===== config.mk =====
export PLATFORM = sky130hd
export DESIGN_NAME = ecc_fault_injector
export DESIGN_NICKNAME = d
export VERILOG_FILES = /design/src/rtl/fi_pkg.sv /design/src/rtl/fi_sat_counter.sv /design/src/rtl/fi_inject_path.sv /design/src/rtl/ecc_fault_injector.sv
export SDC_FILE = /design/constraint.sdc
export NUM_CORES = 1
export LEC_CHECK = 0
export ABC_AREA = 0
export BUFFER_PORTS_ARGS = -buffer_cell sky130_fd_sc_hd__buf_2
export CORE_MARGIN = 2
export CORE_UTILIZATION = 54
export DETAILED_ROUTE_END_ITERATION = 10
export GPL_TIMING_DRIVEN = 0
export PLACE_DENSITY = 0.89
export SYNTH_ARGS = -nofsm -noshare
export SYNTH_HDL_FRONTEND = slang
export SYNTH_SLANG_ARGS = --single-unit

===== constraint.sdc =====
create_clock -name clk -period 2.5 [get_ports clk]
set_input_delay 0.25 -clock clk [delete_from_list [all_inputs] [get_ports clk]]
set_output_delay 0.25 -clock clk [all_outputs]
set_load 0.02 [all_outputs]

===== src/rtl/fi_pkg.sv =====
package fi_pkg;
  localparam int ADDR_W = 12;
  localparam int REG_W  = 32;
  localparam int NCNT   = 2;   // index 0: transmit drops, index 1: receive drops

  localparam logic [ADDR_W-1:0] MASK_OFS   = 12'h400;
  localparam logic [ADDR_W-1:0] CTRL_OFS   = 12'h404;
  localparam logic [ADDR_W-1:0] TXDROP_OFS = 12'h420;
  localparam logic [ADDR_W-1:0] RXDROP_OFS = 12'h424;

  function automatic logic [ADDR_W-1:0] drop_ofs(input int idx);
    return (idx == 0) ? TXDROP_OFS : RXDROP_OFS;
  endfunction
endpackage


===== src/rtl/fi_sat_counter.sv =====
module fi_sat_counter #(
  parameter int W = 8
) (
  input  logic         clk,
  input  logic         rst,
  input  logic         inc,
  input  logic         clr,
  output logic [W-1:0] cnt
);
  localparam logic [W-1:0] MAX = {W{1'b1}};

  always_ff @(posedge clk) begin
    if (rst) begin
      cnt <= '0;
    end else if (clr) begin
      // a clear does not lose an event arriving in the same cycle
      cnt <= {{(W-1){1'b0}}, inc};
    end else if (inc && cnt != MAX) begin
      cnt <= cnt + 1'b1;
    end
  end
endmodule


===== src/rtl/fi_inject_path.sv =====
module fi_inject_path #(
  parameter int DATA_W = 32
) (
  input  logic              clk,
  input  logic              rst,
  input  logic              in_valid,
  input  logic              in_sop,
  input  logic [DATA_W-1:0] in_data,
  input  logic              arm,
  input  logic [DATA_W-1:0] mask,
  output logic              take,
  output logic              out_valid,
  output logic              out_sop,
  output logic [DATA_W-1:0] out_data
);
  // only a packet's first beat may consume a pending injection
  assign take = arm & in_valid & in_sop;

  always_ff @(posedge clk) begin
    if (rst) begin
      out_valid <= 1'b0;
      out_sop   <= 1'b0;
      out_data  <= '0;
    end else begin
      out_valid <= in_valid;
      out_sop   <= in_valid & in_sop;
      out_data  <= take ? (in_data ^ mask) : in_data;
    end
  end
endmodule


===== src/rtl/ecc_fault_injector.sv =====
module ecc_fault_injector
  import fi_pkg::*;
#(
  parameter int DATA_W = 32,  // must not exceed REG_W
  parameter int CNT_W  = 8
) (
  input  logic              clk,
  input  logic              rst,
  input  logic              reg_wr,
  input  logic              reg_rd,
  input  logic [ADDR_W-1:0] reg_addr,
  input  logic [REG_W-1:0]  reg_wdata,
  output logic [REG_W-1:0]  reg_rdata,
  input  logic              in_valid,
  input  logic              in_sop,
  input  logic [DATA_W-1:0] in_data,
  output logic              out_valid,
  output logic              out_sop,
  output logic [DATA_W-1:0] out_data,
  input  logic              tx_drop,
  input  logic              rx_drop
);
  logic [DATA_W-1:0] mask_q;
  logic              arm_q;
  logic              take;
  logic              arm_set;
  logic [NCNT-1:0]   drop_in;
  logic [CNT_W-1:0]  cnt_q [NCNT];
  logic [CNT_W-1:0]  tx_cnt;
  logic [REG_W-1:0]  rd_mux;

  assign arm_set = reg_wr && (reg_addr == CTRL_OFS) && reg_wdata[0];
  assign drop_in = {rx_drop, tx_drop};
  assign tx_cnt  = cnt_q[0];

  // control registers
  always_ff @(posedge clk) begin
    if (rst) begin
      mask_q <= '0;
      arm_q  <= 1'b0;
    end else begin
      if (reg_wr && reg_addr == MASK_OFS) mask_q <= reg_wdata[DATA_W-1:0];
      // consumption clears, a new write re-arms
      arm_q <= (arm_q & ~take) | arm_set;
    end
  end

  fi_inject_path #(.DATA_W(DATA_W)) u_path (
    .clk       (clk),
    .rst       (rst),
    .in_valid  (in_valid),
    .in_sop    (in_sop),
    .in_data   (in_data),
    .arm       (arm_q),
    .mask      (mask_q),
    .take      (take),
    .out_valid (out_valid),
    .out_sop   (out_sop),
    .out_data  (out_data)
  );

  for (genvar g = 0; g < NCNT; g++) begin : g_cnt
    fi_sat_counter #(.W(CNT_W)) u_cnt (
      .clk (clk),
      .rst (rst),
      .inc (drop_in[g]),
      .clr (reg_rd && reg_addr == drop_ofs(g)),
      .cnt (cnt_q[g])
    );
  end

  // read mux
  always_comb begin
    rd_mux = '0;
    if (reg_addr == MASK_OFS) rd_mux = REG_W'(mask_q);
    if (reg_addr == CTRL_OFS) rd_mux = REG_W'(arm_q);
    for (int i = 0; i < NCNT; i++) begin
      if (reg_addr == drop_ofs(i)) rd_mux = REG_W'(cnt_q[i]);
    end
  end

  always_ff @(posedge clk) begin
    if (rst) reg_rdata <= '0;
    else     reg_rdata <= reg_rd ? rd_mux : '0;
  end
endmodule


==> summary by stage <==
STA
The final critical path takes up 71.3% of the cycle. Setup repair after global routing left no endpoint under its margin. Between clock sinks in the finished design, the worst skew comes to 6.05 ps. Setup violations remaining at the end of the flow were counted as 0.

The count of pins over their slew limit came to 0. For the pin with the worst max-slew slack, the measured transition is 626 ps. The number of hold violations in the final report came to 0. The clock period could shrink to 1780 ps. The setup TNS is 0 ps. Headroom to the max-slew limit came out at 58.3%. The highest attainable clock frequency is 0.561 GHz. The tightest hold margin is 9.67 ps.

Outcome
The run finished with clean final reports.

Setup path
The nature of the critical path endpoint is a register. The cell that appears most often on the critical path is sky130_fd_sc_hd__clkbuf_1. By startpoint and endpoint, the worst setup path is classified as reg2reg. The peak fanout along the critical path is 10. At the worst endpoint, the required time is 2880 ps. The category of the worst setup path launch point is a register. In this design, the stage delay of the slowest critical-path cell is 420 ps. For the worst setup path, the data arrival time is 2160 ps.

The standard cell with the maximum stage delay on the critical path is sky130_fd_sc_hd__clkbuf_1. The critical path goes through and3_1, clkbuf_1, clkbuf_1, nand2_1, xor2_1, nor2_1.

Clock network
The number of gates resized after cts is 0. The master cell of the clock root buffer is sky130_fd_sc_hd__clkbuf_8. The number of clock sinks is 115. Counting along the longest clock path gives a buffer depth of 2. The clock tree from TritonCTS is yes. The clock insertion delay at the later pin of the skew report is 510 ps. The H-tree was split into 4 levels. TritonCTS created 17 clock buffers. Clock-pin slew was measured on the worst setup and hold paths at 60 ps.

Place
Detailed placement ended at an HPWL of 8090 um. The global placer's final weighted congestion is 0.835. The number of buffer cells added on primary ports is 147.

Routing
After the first detailed-routing iteration, the DRC count stood at 199. The uppermost signal routing layer after detailed routing is met4. The post-detailed-route wirelength per cell is 16.1 um. Summed over all nets, wire length on met2 after detailed routing comes to 6890 um. The number of nets with antenna violations after detailed routing is 0. For this block, the via count after detailed routing is 4314. The wire length reported by the detailed router is 13200 um. Detailed routing placed a total of 820 um of wire on met3. In the final routing, the length of wire on met1 measures 5010 um. The pre-antenna-repair detailed-routing pass consisted of 5 iterations. The detailed-route DRC error count is 0. Dividing the detail-routed via count by the number of cells gives 5.25.

Finish
Compared with the post-synthesis result, the final layout area differs by 45.4%. Across the whole layout, storage elements account for 0.00230 mm^2. Leaving out fill and tap cells, the most frequent cell in the layout is sky130_fd_sc_hd__buf_2. The number of inserted filler cells in the final layout is 442. The library cells used most frequently in the layout, excluding fill and tap cells, are 148 x sky130_fd_sc_hd__buf_2, 115 x sky130_fd_sc_hd__dfxtp_1, 107 x sky130_fd_sc_hd__nand2_1. In the final layout, the share of cells above drive strength 1 is 30.0%. The area of combinational cells with multiple inputs is 0.00196 mm^2. The total number of nets in the final design is 792.

Floorplanning
Once the floorplan was initialized, standard cells occupied 56.6% of the core. Measured along the y axis, the die boundary spans 94.4 um. The area inside the core boundary is 0.00781 mm^2. The floorplan has 32 rows.

The x dimension of the die is 94.4 um. The number of top-level design ports is 150. The die area is 0.00892 mm^2.

Logic synthesis
Summed over all instances, the cell type with the most area after synthesis is sky130_fd_sc_hd__dfxtp_1. In the synthesized netlist the dominant register cell turns out to be sky130_fd_sc_hd__dfxtp_1. The number of nets in the synthesized netlist is 572. In this run, synthesis inferred 0 flip-flops with an integrated enable.

The sequential area share after synthesis is 52.1%. After synthesis the netlist holds a flip-flop and latch count of 115. Yosys attributes the largest share of cell area to sky130_fd_sc_hd__dfxtp_1 52%, sky130_fd_sc_hd__nand2_1 9.1%, sky130_fd_sc_hd__xor2_1 6.9%, sky130_fd_sc_hd__nor2_1 4.6%, sky130_fd_sc_hd__a21oi_1 3.6%.

The synthesized instance count is 486. The synthesized netlist occupies a cell area of 0.00442 mm^2. Yosys printed 0 warnings. The synthesized design devotes to its leading area cell type 52.1% of total area. The mean area per synthesized cell is 9.09 um^2. The number of distinct library cell variants in the gate-level netlist after synthesis is 48. Of all flip-flops after synthesis, the portion carrying an async set or reset was 0%.

Hold path
The worst hold path class is in2reg.

Flow run
The number of max-capacitance violations reported is 0.

Global route
The maximum number of pins on one net before global-route repair is 17. The sum of overflow across all layers after global routing is 0. The via count of the first global-routing pass is 4303. The first-pass GRT wire length is 20400 um. The total track usage is 30.2%.

The number of antenna violations at the first check in global routing was 0.

Pwr
IR analysis of the VDD net gives a maximum drop of 521 uV. The power density over the cells is 720 mW/mm^2. For this design the static power due to leakage is 0.00276 uW.
==> cell families after synthesis <==
group	share of synthesized area (%)
compound gates	9.86
xor+xnor	7.34
fa+ha+maj	0.566
buf+inv	3.60
flops	52.1
mux	1.13
simple gates	25.4
==> synthesized netlist by cell type, types with 2 or more instances <==
cell / n
sky130_fd_sc_hd__a211oi_1: 8
sky130_fd_sc_hd__a21oi_1: 32
sky130_fd_sc_hd__xor2_1: 35
sky130_fd_sc_hd__nand4_1: 7
sky130_fd_sc_hd__nand3_1: 5
sky130_fd_sc_hd__a311o_1: 2
sky130_fd_sc_hd__dfxtp_1: 115
sky130_fd_sc_hd__and3_1: 3
sky130_fd_sc_hd__clkbuf_1: 18
sky130_fd_sc_hd__nor2_1: 54
sky130_fd_sc_hd__nor2b_1: 3
sky130_fd_sc_hd__mux2i_1: 5
sky130_fd_sc_hd__xnor2_1: 2
sky130_fd_sc_hd__buf_6: 2
sky130_fd_sc_hd__and2_1: 5
sky130_fd_sc_hd__and4_1: 5
sky130_fd_sc_hd__nand2_1: 107
sky130_fd_sc_hd__inv_1: 3
sky130_fd_sc_hd__o21ai_0: 16
sky130_fd_sc_hd__buf_8: 3
sky130_fd_sc_hd__a21oi_2: 5
sky130_fd_sc_hd__ha_1: 2
sky130_fd_sc_hd__and4b_1: 2
sky130_fd_sc_hd__and2_2: 21
sky130_fd_sc_hd__nor3_1: 3
==> layout make-up <==
type                       instances  share of cell area (%)
sequential                       115                    35.9
inverter                           3                   0.175
timing repair buffer             201                    19.9
buffer                            25                    2.30
clock inverter                    14                    2.79
multi-input combinational        343                    30.5
tap                              102                    1.99
antenna                            1                  0.0390
clock buffer                      18                    6.51
==> routing by layer <==
layer	global-route usage, %	vias up
met5	0	-
met4	15.8	0
met3	7.26	54
met2	54.9	218
met1	32.2	1988
li1	-	2054
==> per-stage QoR <==
stage          total power, uW  utilization, %  std cells  setup WS (ps)  area [um^2]
6_report                  4630            82.2        822            717         6420
5_1_grt                   4750            82.2        821            601         6420
4_1_cts                   4630            82.2        821            803         6420
3_3_place_gp              2160            67.6        735            630         5280
3_5_place_dp              2170            67.6        735            578         5280
2_1_floorplan             2040               -        486           1070         4420
==> where the power goes <==
| part | internal [uW] | leakage [uW] | total (uW) | switching, uW |
|---|---|---|---|---|
| combinational | 159 | 0.00154 | 326 | 167 |
| clock | 1530 | 0.000282 | 2420 | 887 |
| sequential | 1870 | 0.000936 | 1880 | 15.5 |
==> registers in the layout, indices dropped and copies added (netlist names) <==
register	flops
u_path.out_valid	1
u_path.out_data	32
mask_q	32
reg_rdata	32
u_path.out_sop	1
g_cnt.u_cnt.cnt	16
arm_q	1
==> critical path: cells and delay by family, from the launching register on <==
kind	cells	cell delay, ps
DFF	1	380
buffers and inverters	2	650
xor gates and xnor gates	1	200
and+or+nand+nor	3	410
==> path summary, 6_finish.rpt <==
path               from             endpoint  slack [ps]  cells after the start
max reg2reg       arm_q  u_path.out_data[17]         720                      6
min reg2reg  mask_q[27]           mask_q[27]         460                      2
min          in_data[2]   u_path.out_data[2]          10                      3
max               arm_q  u_path.out_data[17]         720                      6
==> repair_timing <==
action	CTS	global route
hold buffers	54	0
buffers inserted	0	0
endpoints found under the hold margin	54	0
No activity file was read; power rests on OpenSTA's default activity.
